[config.mk]
export PLATFORM = sky130hd
export DESIGN_NAME = tx_framer
export DESIGN_NICKNAME = d
export VERILOG_FILES = /design/src/rtl/tx_framer_pkg.sv /design/src/rtl/tx_framer_seq.sv /design/src/rtl/tx_framer_slot.sv /design/src/rtl/tx_framer_shift.sv /design/src/rtl/tx_framer.sv
export SDC_FILE = /design/constraint.sdc
export NUM_CORES = 1
export LEC_CHECK = 0
export ABC_CLOCK_PERIOD_IN_PS = 2600
export CORE_ASPECT_RATIO = 0.5
export CORE_MARGIN = 8
export CORE_UTILIZATION = 60
export DETAILED_ROUTE_END_ITERATION = 10
export DONT_BUFFER_PORTS = 1
export MAX_ROUTING_LAYER = met4
export PLACE_DENSITY = 0.76
export SYNTH_ARGS = -nofsm -noshare
export SYNTH_HDL_FRONTEND = slang
export SYNTH_SLANG_ARGS = --single-unit
[constraint.sdc]
create_clock -name clk -period 2.6 [get_ports clk]
set_input_delay 0.26 -clock clk [delete_from_list [all_inputs] [get_ports clk]]
set_output_delay 0.26 -clock clk [all_outputs]
set_load 0.05 [all_outputs]
[src/rtl/tx_framer_pkg.sv]
package tx_framer_pkg;

  typedef enum logic [1:0] {
    ST_IDLE = 2'd0,
    ST_WAKE = 2'd1,
    ST_BITS = 2'd2,
    ST_GAP  = 2'd3
  } fr_state_e;

  localparam logic [1:0] MODE_SLEEP  = 2'b00;
  localparam logic [1:0] MODE_ACTIVE = 2'b01;

endpackage

[src/rtl/tx_framer_seq.sv]
module tx_framer_seq
  import tx_framer_pkg::*;
#(
  parameter int FRAME_W = 17
) (
  input  logic      clk,
  input  logic      rst,
  input  logic      trig,
  input  logic      queued,
  output fr_state_e state_q,
  output logic      start,
  output logic      shift_en,
  output logic      take_slot,
  output logic [1:0] mode_q,
  output logic      busy_q
);

  localparam int CNT_W = $clog2(FRAME_W);
  localparam logic [CNT_W-1:0] LAST = CNT_W'(FRAME_W - 1);

  fr_state_e        nxt;
  logic [CNT_W-1:0] cnt_q, cnt_d;

  always_comb begin
    nxt       = state_q;
    cnt_d     = cnt_q;
    start     = 1'b0;
    shift_en  = 1'b0;
    take_slot = 1'b0;
    unique case (state_q)
      ST_IDLE: begin
        if (trig) begin
          nxt   = ST_WAKE;
          start = 1'b1;
        end
      end
      ST_WAKE: begin
        nxt      = ST_BITS;
        shift_en = 1'b1;
        cnt_d    = '0;
      end
      ST_BITS: begin
        if (cnt_q == LAST) begin
          nxt = queued ? ST_GAP : ST_IDLE;
        end else begin
          shift_en = 1'b1;
          cnt_d    = cnt_q + 1'b1;
        end
      end
      ST_GAP: begin
        nxt       = ST_WAKE;
        start     = 1'b1;
        take_slot = 1'b1;
      end
      default: nxt = ST_IDLE;
    endcase
  end

  always_ff @(posedge clk) begin
    if (rst) begin
      state_q <= ST_IDLE;
      cnt_q   <= '0;
      mode_q  <= MODE_SLEEP;
      busy_q  <= 1'b0;
    end else begin
      state_q <= nxt;
      cnt_q   <= cnt_d;
      mode_q  <= (nxt == ST_WAKE || nxt == ST_BITS) ? MODE_ACTIVE : MODE_SLEEP;
      busy_q  <= (nxt != ST_IDLE);
    end
  end

endmodule

[src/rtl/tx_framer_slot.sv]
module tx_framer_slot
  import tx_framer_pkg::*;
#(
  parameter int ADDR_W = 3,
  parameter int DATA_W = 6
) (
  input  logic              clk,
  input  logic              rst,
  input  logic              trig,
  input  fr_state_e         state_q,
  input  logic              take_slot,
  input  logic [ADDR_W-1:0] in_addr,
  input  logic [DATA_W-1:0] in_data,
  output logic              queued,
  output logic [ADDR_W-1:0] slot_addr,
  output logic [DATA_W-1:0] slot_data
);

  logic full_q;
  logic grab;

  assign grab   = trig && (state_q != ST_IDLE) && !full_q;
  assign queued = full_q || grab;

  always_ff @(posedge clk) begin
    if (rst) begin
      full_q    <= 1'b0;
      slot_addr <= '0;
      slot_data <= '0;
    end else if (take_slot) begin
      full_q <= 1'b0;
    end else if (grab) begin
      full_q    <= 1'b1;
      slot_addr <= in_addr;
      slot_data <= in_data;
    end
  end

endmodule

[src/rtl/tx_framer_shift.sv]
module tx_framer_shift #(
  parameter int FRAME_W = 17
) (
  input  logic               clk,
  input  logic               rst,
  input  logic               load,
  input  logic [FRAME_W-1:0] frame,
  input  logic               shift_en,
  output logic               bit_q
);

  logic [FRAME_W-1:0] sreg_q;

  always_ff @(posedge clk) begin
    if (rst) begin
      sreg_q <= '0;
      bit_q  <= 1'b0;
    end else if (load) begin
      sreg_q <= frame;
      bit_q  <= 1'b0;
    end else if (shift_en) begin
      bit_q  <= sreg_q[FRAME_W-1];
      sreg_q <= {sreg_q[FRAME_W-2:0], 1'b0};
    end else begin
      bit_q  <= 1'b0;
    end
  end

endmodule

[src/rtl/tx_framer.sv]
module tx_framer
  import tx_framer_pkg::*;
#(
  parameter int ADDR_W = 3,
  parameter int DATA_W = 6,
  parameter int SYNC_W = 8,
  parameter logic [SYNC_W-1:0] SYNC_PAT = 8'b1010_1011
) (
  input  logic              clk,
  input  logic              rst,
  input  logic              smp_valid,
  input  logic [ADDR_W-1:0] smp_addr,
  input  logic [DATA_W-1:0] smp_data,
  output logic [1:0]        tx_mode,
  output logic              tx_bit,
  output logic              busy
);

  localparam int FRAME_W = SYNC_W + ADDR_W + DATA_W;

  fr_state_e         state_q;
  logic              start, shift_en, take_slot, queued;
  logic [ADDR_W-1:0] slot_addr, ld_addr;
  logic [DATA_W-1:0] slot_data, ld_data;

  tx_framer_seq #(.FRAME_W(FRAME_W)) u_seq (
    .clk(clk), .rst(rst), .trig(smp_valid), .queued(queued),
    .state_q(state_q), .start(start), .shift_en(shift_en),
    .take_slot(take_slot), .mode_q(tx_mode), .busy_q(busy)
  );

  tx_framer_slot #(.ADDR_W(ADDR_W), .DATA_W(DATA_W)) u_slot (
    .clk(clk), .rst(rst), .trig(smp_valid), .state_q(state_q),
    .take_slot(take_slot), .in_addr(smp_addr), .in_data(smp_data),
    .queued(queued), .slot_addr(slot_addr), .slot_data(slot_data)
  );

  assign ld_addr = take_slot ? slot_addr : smp_addr;
  assign ld_data = take_slot ? slot_data : smp_data;

  tx_framer_shift #(.FRAME_W(FRAME_W)) u_shift (
    .clk(clk), .rst(rst), .load(start),
    .frame({SYNC_PAT, ld_addr, ld_data}),
    .shift_en(shift_en), .bit_q(tx_bit)
  );

endmodule

==> results.yml, run 1 <==
floorplanning:
  core_area_um2: 2910
  dieHeight_um: 54.4
  initial_core_util_pct: 60.9
  design.portCount: 16
  die_w_um: 92.8
  die_area_um2: 5050
  rows: 14
worst_setup_path:
  max_stage_delay_ps: 490
  critPathArrivalTime_ps: 2260
  cp-start-kind: "flip-flop"
  cp_cell_sequence: "inv_1 -> ha_1 -> and2_1 -> a31oi_4 -> mux2i_1 -> nor3_1"
  crit_path_top_delay_cell: "a31oi_4"
  worstSetupPathType: "flip-flop to flip-flop"
  r2r_slack_ps: 500
  crit_fanout: 18
  cp-end-kind: "flip-flop"
  r2r_cells: 6
  required_ps: 2760
pwr:
  power.density_nw_per_um2: 1120
  switchingPower_uw: 782
  p_leak_uw: 0.000659
  ir_drop_uv: 676
  power.internal_uw: 1300
  pwr-share-seq_pct: 41.0
  p_sw_share_pct: 37.5
  clkPwrFrac_pct: 24.0
  pwr-share-comb_pct: 35.0
  finalPower_uw: 2090
final_layout:
  design_area_um2: 1870
  antenna_cells: 0
  drive_gt1_share_pct: 13.6
  finalNetCount: 217
  fillers: 258
  final_common_cell: "dfxtp_1"
  final_cell_mix: "dfxtp_1, nand2_1, o21ai_0, a21oi_1, nand3_1"
  fin_util_pct: 64.2
  layout-area-overhead-vs-synth_pct: 5.44
clocking:
  ctsHtreeMaxLevel: 2
  clock_latency_ps: 290
  cts_tree: "yes"
  ctsHoldBuffers: 0
  post_cts_buffers: 0
  cts_root_buffer: "clkbuf_8"
  clkTransAtPathRegs_ps: 70
  clockBufferDepth: 2
  cts_resized: 0
  cts_buffers: 5
  clock_sinks: 37
synthesis:
  synth_nets: 222
  synth_area_per_cell_um2: 8.72
  synthCells: 203
  seq_area_frac_synth_pct: 41.8
  synth-seq-cells: 37
  ys_types: 38
  synth_warnings: 0
  syn_area_um2: 1770
detailed_routing:
  num_vias: 1397
  drt_pass1_iterations: 4
  detail-route-antenna-nets: 0
  routed_wl_um: 3370
  drtIter0Drc: 73
  wl_per_cell_um: 14.1
  drc_errors: 0
  drt-vias-per-instance: 5.85
timing:
  max_slew.worst_pin.slew_ps: 817
  setup_viol: 0
  fin_crit_sh_pct: 80.8
  whs_ps: 29.3
  fmax_mhz: 476
  finClkSkew_ps: 5.72
  tns_ps: 0
  rsz0062_at_grt: "false"
  hold_viol: 0
  min_period_ps: 2100
  final-max-slew-violation-count: 0
  relSlewSlack_pct: 45.4
min_path:
  min_path_cells: 1
  min_path_type: "primary input to flip-flop"
placement:
  dpl_cell_area_um2: 1750
  place.gp.congestion: 0.811
  hpwl_um: 2370
  io_buffers: 0
global_route:
  antenna_found_initial: 0
  grt_usage_pct: 15.3
  grt_max_degree: 38
  first_global_vias: 1319
  grt_overflow: 0
  grt_pass1_wl_um: 5850
status:
  status: "finished, final reports clean"
run:
  cap_violations: 0
==> final timing paths <==
check,startpoint,endpoint
setup / recovery,u_seq.state_q[0],u_shift.sreg_q[11]
hold / removal,rst,u_slot.slot_data[0]
setup reg to reg,u_seq.state_q[0],u_shift.sreg_q[11]
hold reg to reg,u_slot.slot_data[0],u_slot.slot_data[0]
==> synthesized netlist by cell type <==
cell | instances | area share (%)
nand4bb_4 | 1 | 1.6
or2_2 | 2 | 0.71
and2_1 | 1 | 0.35
dfxtp_1 | 37 | 42
buf_2 | 2 | 0.57
nor4b_1 | 1 | 0.49
clkbuf_1 | 6 | 1.3
mux2i_1 | 3 | 1.7
nor4b_2 | 1 | 0.85
a2bb2oi_1 | 1 | 0.49
a41oi_1 | 1 | 0.49
nand3_1 | 11 | 3.1
buf_8 | 1 | 0.85
a21o_2 | 1 | 0.49
and3_2 | 1 | 0.42
o2bb2ai_1 | 1 | 0.49
conb_1 | 1 | 0.21
nor2_1 | 10 | 2.1
inv_1 | 4 | 0.85
a31oi_4 | 1 | 1.2
clkbuf_2 | 2 | 0.57
a21oi_1 | 20 | 5.7
and2_2 | 1 | 0.42
o31ai_1 | 1 | 0.42
nor2b_1 | 4 | 1.4
a21o_1 | 2 | 0.85
ha_1 | 7 | 4.9
nor3_1 | 4 | 1.1
o21a_1 | 1 | 0.42
mux2_2 | 9 | 5.7
buf_4 | 1 | 0.42
nand3b_1 | 2 | 0.85
o21ai_0 | 21 | 5.9
a31oi_1 | 8 | 2.8
nand2_1 | 29 | 6.1
buf_6 | 1 | 0.64
and4bb_2 | 1 | 0.71
a22oi_1 | 2 | 0.85
==> registers in the layout (all words and copies together) (netlist names) <==
| register | flops |
|---|---|
| u_slot.slot_data | 6 |
| u_slot.full_q | 1 |
| u_seq.cnt_q | 5 |
| u_shift.bit_q | 1 |
| u_seq.mode_q | 1 |
| u_shift.sreg_q | 17 |
| u_slot.slot_addr | 3 |
| u_seq.busy_q | 1 |
| u_seq.state_q | 2 |
==> stage by stage <==
step,instances,setup slack [ps]
2_1_floorplan,203,864
3_3_place_gp,231,610
3_5_place_dp,231,521
4_1_cts,239,500
5_1_grt,239,305
6_report,239,498
==> critical path, delay by kind of cell (launching register included) <==
kind | cells | cell delay (ps)
AOI/OAI and AO/OA | 1 | 490
adders and majority gates | 1 | 370
buffers and inverters | 1 | 80
DFF | 1 | 380
muxes | 1 | 250
and+or+nand+nor | 2 | 390
==> layer usage <==
layer / wire length, um / up-vias / share of wire, % / global-route usage, %
met3: 199 / 5 / 5.9 / 6.57
met5: 0 / - / 0 / -
met1: 1590 / 664 / 47 / 16.5
li1: - / 704 / - / -
met4: 48 / 0 / 1.4 / 7.65
met2: 1530 / 24 / 45 / 24.5
==> power groups by stage <==
stage	Clock (uW)	Sequential [uW]	Combinational [uW]
after global placement	0	861	702
after detailed placement	0	866	732
final	500	856	731
after global routing	533	877	833
after floorplan	0	841	653
after CTS	512	858	734
==> cells by family after synthesis <==
kind of cell               count (synthesis)  synth area share (%)
and+or+nand+nor                           69                  20.3
AOI/OAI and AO/OA                         60                  20.1
DFF                                       37                  41.8
buffers and inverters                     17                  5.16
muxes                                     12                  7.42
adders and majority gates                  7                  4.95
other                                      1                 0.212
==> layout make-up <==
cell class	count	area, um2	area share, %
Tap cell	40	50.0	2.68
Clock inverter	3	46.3	2.48
Timing Repair Buffer	1	7.51	0.402
Multi-Input combinational cell	149	938	50.3
Clock buffer	5	68.8	3.69
Inverter	4	15.0	0.804
Sequential cell	37	741	39.7
(Power assumes the default switching activity.)
==> run 2, diff against run 1 <==
--- a/config.mk
+++ b/config.mk
@@ -5,14 +5,14 @@
 export SDC_FILE = /design/constraint.sdc
 export NUM_CORES = 1
 export LEC_CHECK = 0
-export ABC_CLOCK_PERIOD_IN_PS = 2600
+export ABC_CLOCK_PERIOD_IN_PS = 1800
 export CORE_ASPECT_RATIO = 0.5
 export CORE_MARGIN = 8
-export CORE_UTILIZATION = 60
+export CORE_UTILIZATION = 56
 export DETAILED_ROUTE_END_ITERATION = 10
 export DONT_BUFFER_PORTS = 1
 export MAX_ROUTING_LAYER = met4
-export PLACE_DENSITY = 0.76
+export PLACE_DENSITY = 0.74
 export SYNTH_ARGS = -nofsm -noshare
 export SYNTH_HDL_FRONTEND = slang
 export SYNTH_SLANG_ARGS = --single-unit
==> constraint.sdc (replaced) <==
create_clock -name clk -period 1.8 [get_ports clk]
set_input_delay 0.18 -clock clk [delete_from_list [all_inputs] [get_ports clk]]
set_output_delay 0.18 -clock clk [all_outputs]
set_load 0.05 [all_outputs]
==> results.yml, run 2 (synthesis results as in run 1) <==
final_layout:
  reg.largest.list: "u_shift.sreg_q x17, u_slot.slot_data x6, u_seq.cnt_q x5"
  layout-area-overhead-vs-synth_pct: 20.5
  fin_util_pct: 70.8
  finalNonFillerCells: 258
  final_common_cell: "dfxtp_1"
  largest_register: "u_shift.sreg_q"
  largest_register_ffs: 17
  drive_gt1_share_pct: 26.6
  antenna_cells: 0
  finalNetCount: 237
  final_cell_mix: "dfxtp_1, nand2_1, o21ai_0, a21oi_1, buf_4"
worst_setup_path:
  r2r_cells: 8
  timing.rr.end: "u_seq.mode_q[0]"
  worstSetupPathType: "flip-flop to flip-flop"
  r2r_slack_ps: 100
  critPathArrivalTime_ps: 1890
  cp-end-kind: "flip-flop"
  reg2reg_from: "u_seq.cnt_q[1]"
  required_ps: 1990
  crit_fanout: 5
  cp-start-kind: "flip-flop"
floorplanning:
  die_area_um2: 5330
  design.portCount: 16
  initial_core_util_pct: 58.8
  rows: 14
  core_area_um2: 3010
  die_w_um: 95.5
  dieHeight_um: 55.8
timing:
  final-max-slew-violation-count: 0
  rsz0062_at_grt: "false"
  setup_viol: 0
  finClkSkew_ps: 5.66
  whs_ps: 9.02
  min_period_ps: 1700
  tns_ps: 0
  hold_viol: 0
  fmax_mhz: 588
  final.setup.worst_slack_ps: 100
  fin_crit_sh_pct: 94.4
detailed_routing:
  num_vias: 1479
  drc_errors: 0
  drt-vias-per-instance: 5.73
  detail-route-antenna-nets: 0
  wl_per_cell_um: 14.8
  routed_wl_um: 3820
  drtIter0Drc: 91
  drt_pass1_iterations: 4
clocking:
  cts_buffers: 5
  clock_latency_ps: 300
  cts_root_buffer: "clkbuf_8"
  clkTransAtPathRegs_ps: 70
  clockBufferDepth: 2
  clock_sinks: 37
  ctsHtreeMaxLevel: 2
  cts_tree: "yes"
placement:
  place.gp.congestion: 0.785
  hpwl_um: 2400
  io_buffers: 0
  post-place-ws_ps: -176
  placed_cells: 244
global_route:
  antenna_found_initial: 0
  first_global_vias: 1346
  grt_pass1_wl_um: 5980
  grt_overflow: 0
  grt_usage_pct: 14.6
  grt_max_degree: 37
run:
  cap_violations: 0
min_path:
  holdPathEnd: "u_slot.slot_data[3]"
  min_path_cells: 2
  min_path_type: "primary input to flip-flop"
  worstHoldStart: "smp_data[3]"
pwr:
  ir_drop_uv: 1120
  power.density_nw_per_um2: 1640
  p_leak_uw: 0.000793
status:
  status: "finished, final reports clean"
-- run 2: changes by cell type in the layout (fill, tap and decap cells not counted), sizes merged --
cell and delta:
buf +17, clkbuf +2, clkinvlp -1, dlygate4sd3 +1
-- run 2: worst max path at each step --
| stage | slack, ps | start | endpoint |
|---|---|---|---|
| 4_1_cts | 9 | u_seq.state_q[0] | u_shift.sreg_q[13] |
| 5_1_grt | 10 | u_seq.cnt_q[1] | u_seq.mode_q[0] |
| 3_3_place_gp | -70 | u_seq.state_q[1] | u_shift.sreg_q[10] |
| 3_5_place_dp | -180 | u_seq.state_q[1] | u_shift.sreg_q[10] |
| 6_report | 100 | u_seq.cnt_q[1] | u_seq.mode_q[0] |
| 2_1_floorplan | 60 | u_seq.cnt_q[0] | u_seq.mode_q[0] |
-- run 2: report_power, final --
group | internal (uW) | switching, uW
sequential | 1050 | 182
combinational | 764 | 791
clock | 403 | 299
total | 2220 | 1270
-- run 2: cell type report --
class                           instances  area (um2)
Multi-Input combinational cell        149         993
Fill cell                             235         880
Sequential cell                        37         743
Timing Repair Buffer                   21         228
Clock buffer                            5        68.8
Tap cell                               40        50.0
Clock inverter                          2        35.0
Inverter                                4        15.0
-- run 2: critical path: stages, from the launching register on --
cell and delay [ps]:
dfxtp_1 310, inv_1 90, ha_4 160, nand4bb_4 120
buf_4 180, a21o_2 210, a2bb2oi_2 140, ha_1 270
nor2b_1 120
-- run 2: what timing repair did --
action,in CTS,in global routing
hold buffers,2,0
endpoints found under the hold margin,36,0
setup endpoints to repair,19,25
setup buffers,0,2
pin swaps,0,4
gates cloned,0,3
resized for setup,4,12
-- run 2: per-layer routing --
layer,global-route usage (%),share of wire [%],vias up
met5,-,0,-
met4,7.81,2.0,0
met3,5.25,5.9,8
met2,21.3,46,30
met1,17.1,46,703
li1,-,-,738
-- run 2: through the flow --
step	instance area [um2]	power (uW)
6_report	2130	3490
5_1_grt	2130	3720
4_1_cts	2010	3210
3_5_place_dp	1860	2440
3_3_place_gp	1860	2400
2_1_floorplan	1770	2160
==> run 3, diff against run 2 <==
--- a/config.mk
+++ b/config.mk
@@ -11,8 +11,10 @@
 export CORE_UTILIZATION = 56
 export DETAILED_ROUTE_END_ITERATION = 10
 export DONT_BUFFER_PORTS = 1
+export GPL_TIMING_DRIVEN = 0
 export MAX_ROUTING_LAYER = met4
 export PLACE_DENSITY = 0.74
+export SETUP_SLACK_MARGIN = 0.5
 export SYNTH_ARGS = -nofsm -noshare
 export SYNTH_HDL_FRONTEND = slang
 export SYNTH_SLANG_ARGS = --single-unit
==> results.yml, run 3 (synthesis results as in run 1) <==
timing:
  relSlewSlack_pct: 55.4
  fmax_mhz: 563
  max_slew.worst_pin.slew_ps: 669
  setup_viol: 0
  final-max-slew-violation-count: 0
  finClkSkew_ps: 6.64
  rsz0062_at_grt: "true"
  min_period_ps: 1780
  hold_viol: 0
  fin_crit_sh_pct: 98.6
placement:
  place.gp.congestion: 0.810
  placed_cells: 243
  dpl_cell_area_um2: 1930
  hpwl_um: 2650
  io_buffers: 0
global_route:
  grt_overflow: 0
  antenna_found_initial: 0
  grt_max_degree: 12
  grt_pass1_wl_um: 8030
  first_global_vias: 1599
  grt_usage_pct: 19.5
clocking:
  cts_buffers: 5
  clkTransAtPathRegs_ps: 80
  ctsHtreeMaxLevel: 2
  clock_sinks: 37
  cts_tree: "yes"
  clockBufferDepth: 2
  clock_latency_ps: 290
  cts_root_buffer: "clkbuf_8"
  ctsHoldBuffers: 0
detailed_routing:
  wl_per_cell_um: 20.1
  routed_wl_um: 5550
  detail-route-antenna-nets: 0
  drc_errors: 0
  drtIter0Drc: 140
  drt-vias-per-instance: 6.12
  num_vias: 1689
  drt_pass1_iterations: 4
worst_setup_path:
  critPathArrivalTime_ps: 1980
  required_ps: 2010
  cp_cell_sequence: "inv_2 -> ha_4 -> nand4bb_4 -> buf_6 -> a31oi_4 -> buf_4 -> buf_6 -> buf_16 -> nand3_1 -> a31oi_1"
  cp-start-kind: "flip-flop"
  path_buf_inv: 5
  crit_fanout: 5
  cp-end-kind: "flip-flop"
  cpMostUsedCell: "buf_6"
  worstSetupPathType: "flip-flop to flip-flop"
  max_stage_delay_ps: 330
  crit_family: "buffers and inverters"
  crit_path_top_delay_cell: "dfxtp_2"
floorplanning:
  dieHeight_um: 55.8
  design.portCount: 16
  die_area_um2: 5330
  initial_core_util_pct: 58.8
  core_area_um2: 3010
  die_w_um: 95.5
  rows: 14
final_layout:
  multi_input_area_um2: 1160
  largest_register_ffs: 17
  layout-area-overhead-vs-synth_pct: 41.1
  drive_gt1_share_pct: 43.6
  final_common_cell: "dfxtp_1"
  final_cell_mix: "dfxtp_1, nand2_1, buf_4, o21ai_1, a21oi_2"
  fin_util_pct: 82.9
  regArea_um2: 751
  fillers: 162
  largest_register: "u_shift.sreg_q"
  finalNonFillerCells: 276
  design_area_um2: 2500
  finalNetCount: 254
  reg.largest.list: "u_shift.sreg_q x17, u_slot.slot_data x6, u_seq.cnt_q x5"
  antenna_cells: 0
status:
  status: "finished, final reports clean"
pwr:
  power.density_nw_per_um2: 1770
  finalPower_uw: 4430
  p_leak_uw: 0.000926
  ir_drop_uv: 1160
min_path:
  min_path_type: "primary input to flip-flop"
run:
  cap_violations: 0
==> run 3: cell types whose count changed in the layout (fill, tap and decap cells not counted), sizes merged <==
cell,delta
clkbuf,+8
buf,+12
clkinv,-1
dlygate4sd3,-1
==> run 3: what timing repair did <==
action,in CTS,in global routing
endpoints found under the hold margin,0,0
setup endpoints to repair,36,36
pin swaps,12,21
cloned,3,0
setup buffers,17,5
gates resized for setup,35,27
==> run 3: path summary, 6_finish.rpt <==
| kind | startpoint | to | slack, ps | cells after the start |
|---|---|---|---|---|
| setup / recovery | u_seq.cnt_q[0] | u_shift.sreg_q[7] | 20 | 10 |
| hold / removal | smp_data[4] | u_slot.slot_data[4] | 20 | 2 |
| setup reg to reg | u_seq.cnt_q[0] | u_shift.sreg_q[7] | 20 | 10 |
| hold reg to reg | u_slot.slot_data[2] | u_slot.slot_data[2] | 470 | 2 |
==> run 3: cell type report <==
| cell class | count | area share (%) |
|---|---|---|
| Sequential cell | 37 | 30.1 |
| Tap cell | 40 | 2.00 |
| Timing Repair Buffer | 25 | 11.0 |
| Multi-Input combinational cell | 149 | 46.3 |
| Clock buffer | 7 | 3.46 |
| Clock inverter | 1 | 1.20 |
| Buffer | 13 | 5.16 |
| Inverter | 4 | 0.802 |
==> run 3: metrics by stage <==
stage | setup TNS [ps] | setup WS (ps) | hold slack [ps]
3_3_place_gp | 0 | 33.1 | 318
5_1_grt | -77.5 | -38.2 | 5.18
6_report | 0 | 24.7 | 17.7
4_1_cts | 0 | 129 | 15.1
2_1_floorplan | 0 | 220 | 316
3_5_place_dp | -13.2 | -12.3 | 323
==> run 3: routing by layer <==
metal / vias up / share of wire, % / global-route usage, %
met1: 820 / 41 / 22.1
met3: 16 / 6.4 / 5.65
met4: 0 / 2.9 / 6.94
li1: 776 / - / -
met5: - / 0 / -
met2: 77 / 50 / 32.0
==> run 3: power by group <==
| part | internal, uW | switching [uW] | total, uW |
|---|---|---|---|
| sequential | 1060 | 228 | 1290 |
| clock | 452 | 302 | 754 |
| combinational | 1230 | 1160 | 2380 |
| total | 2740 | 1690 | 4430 |
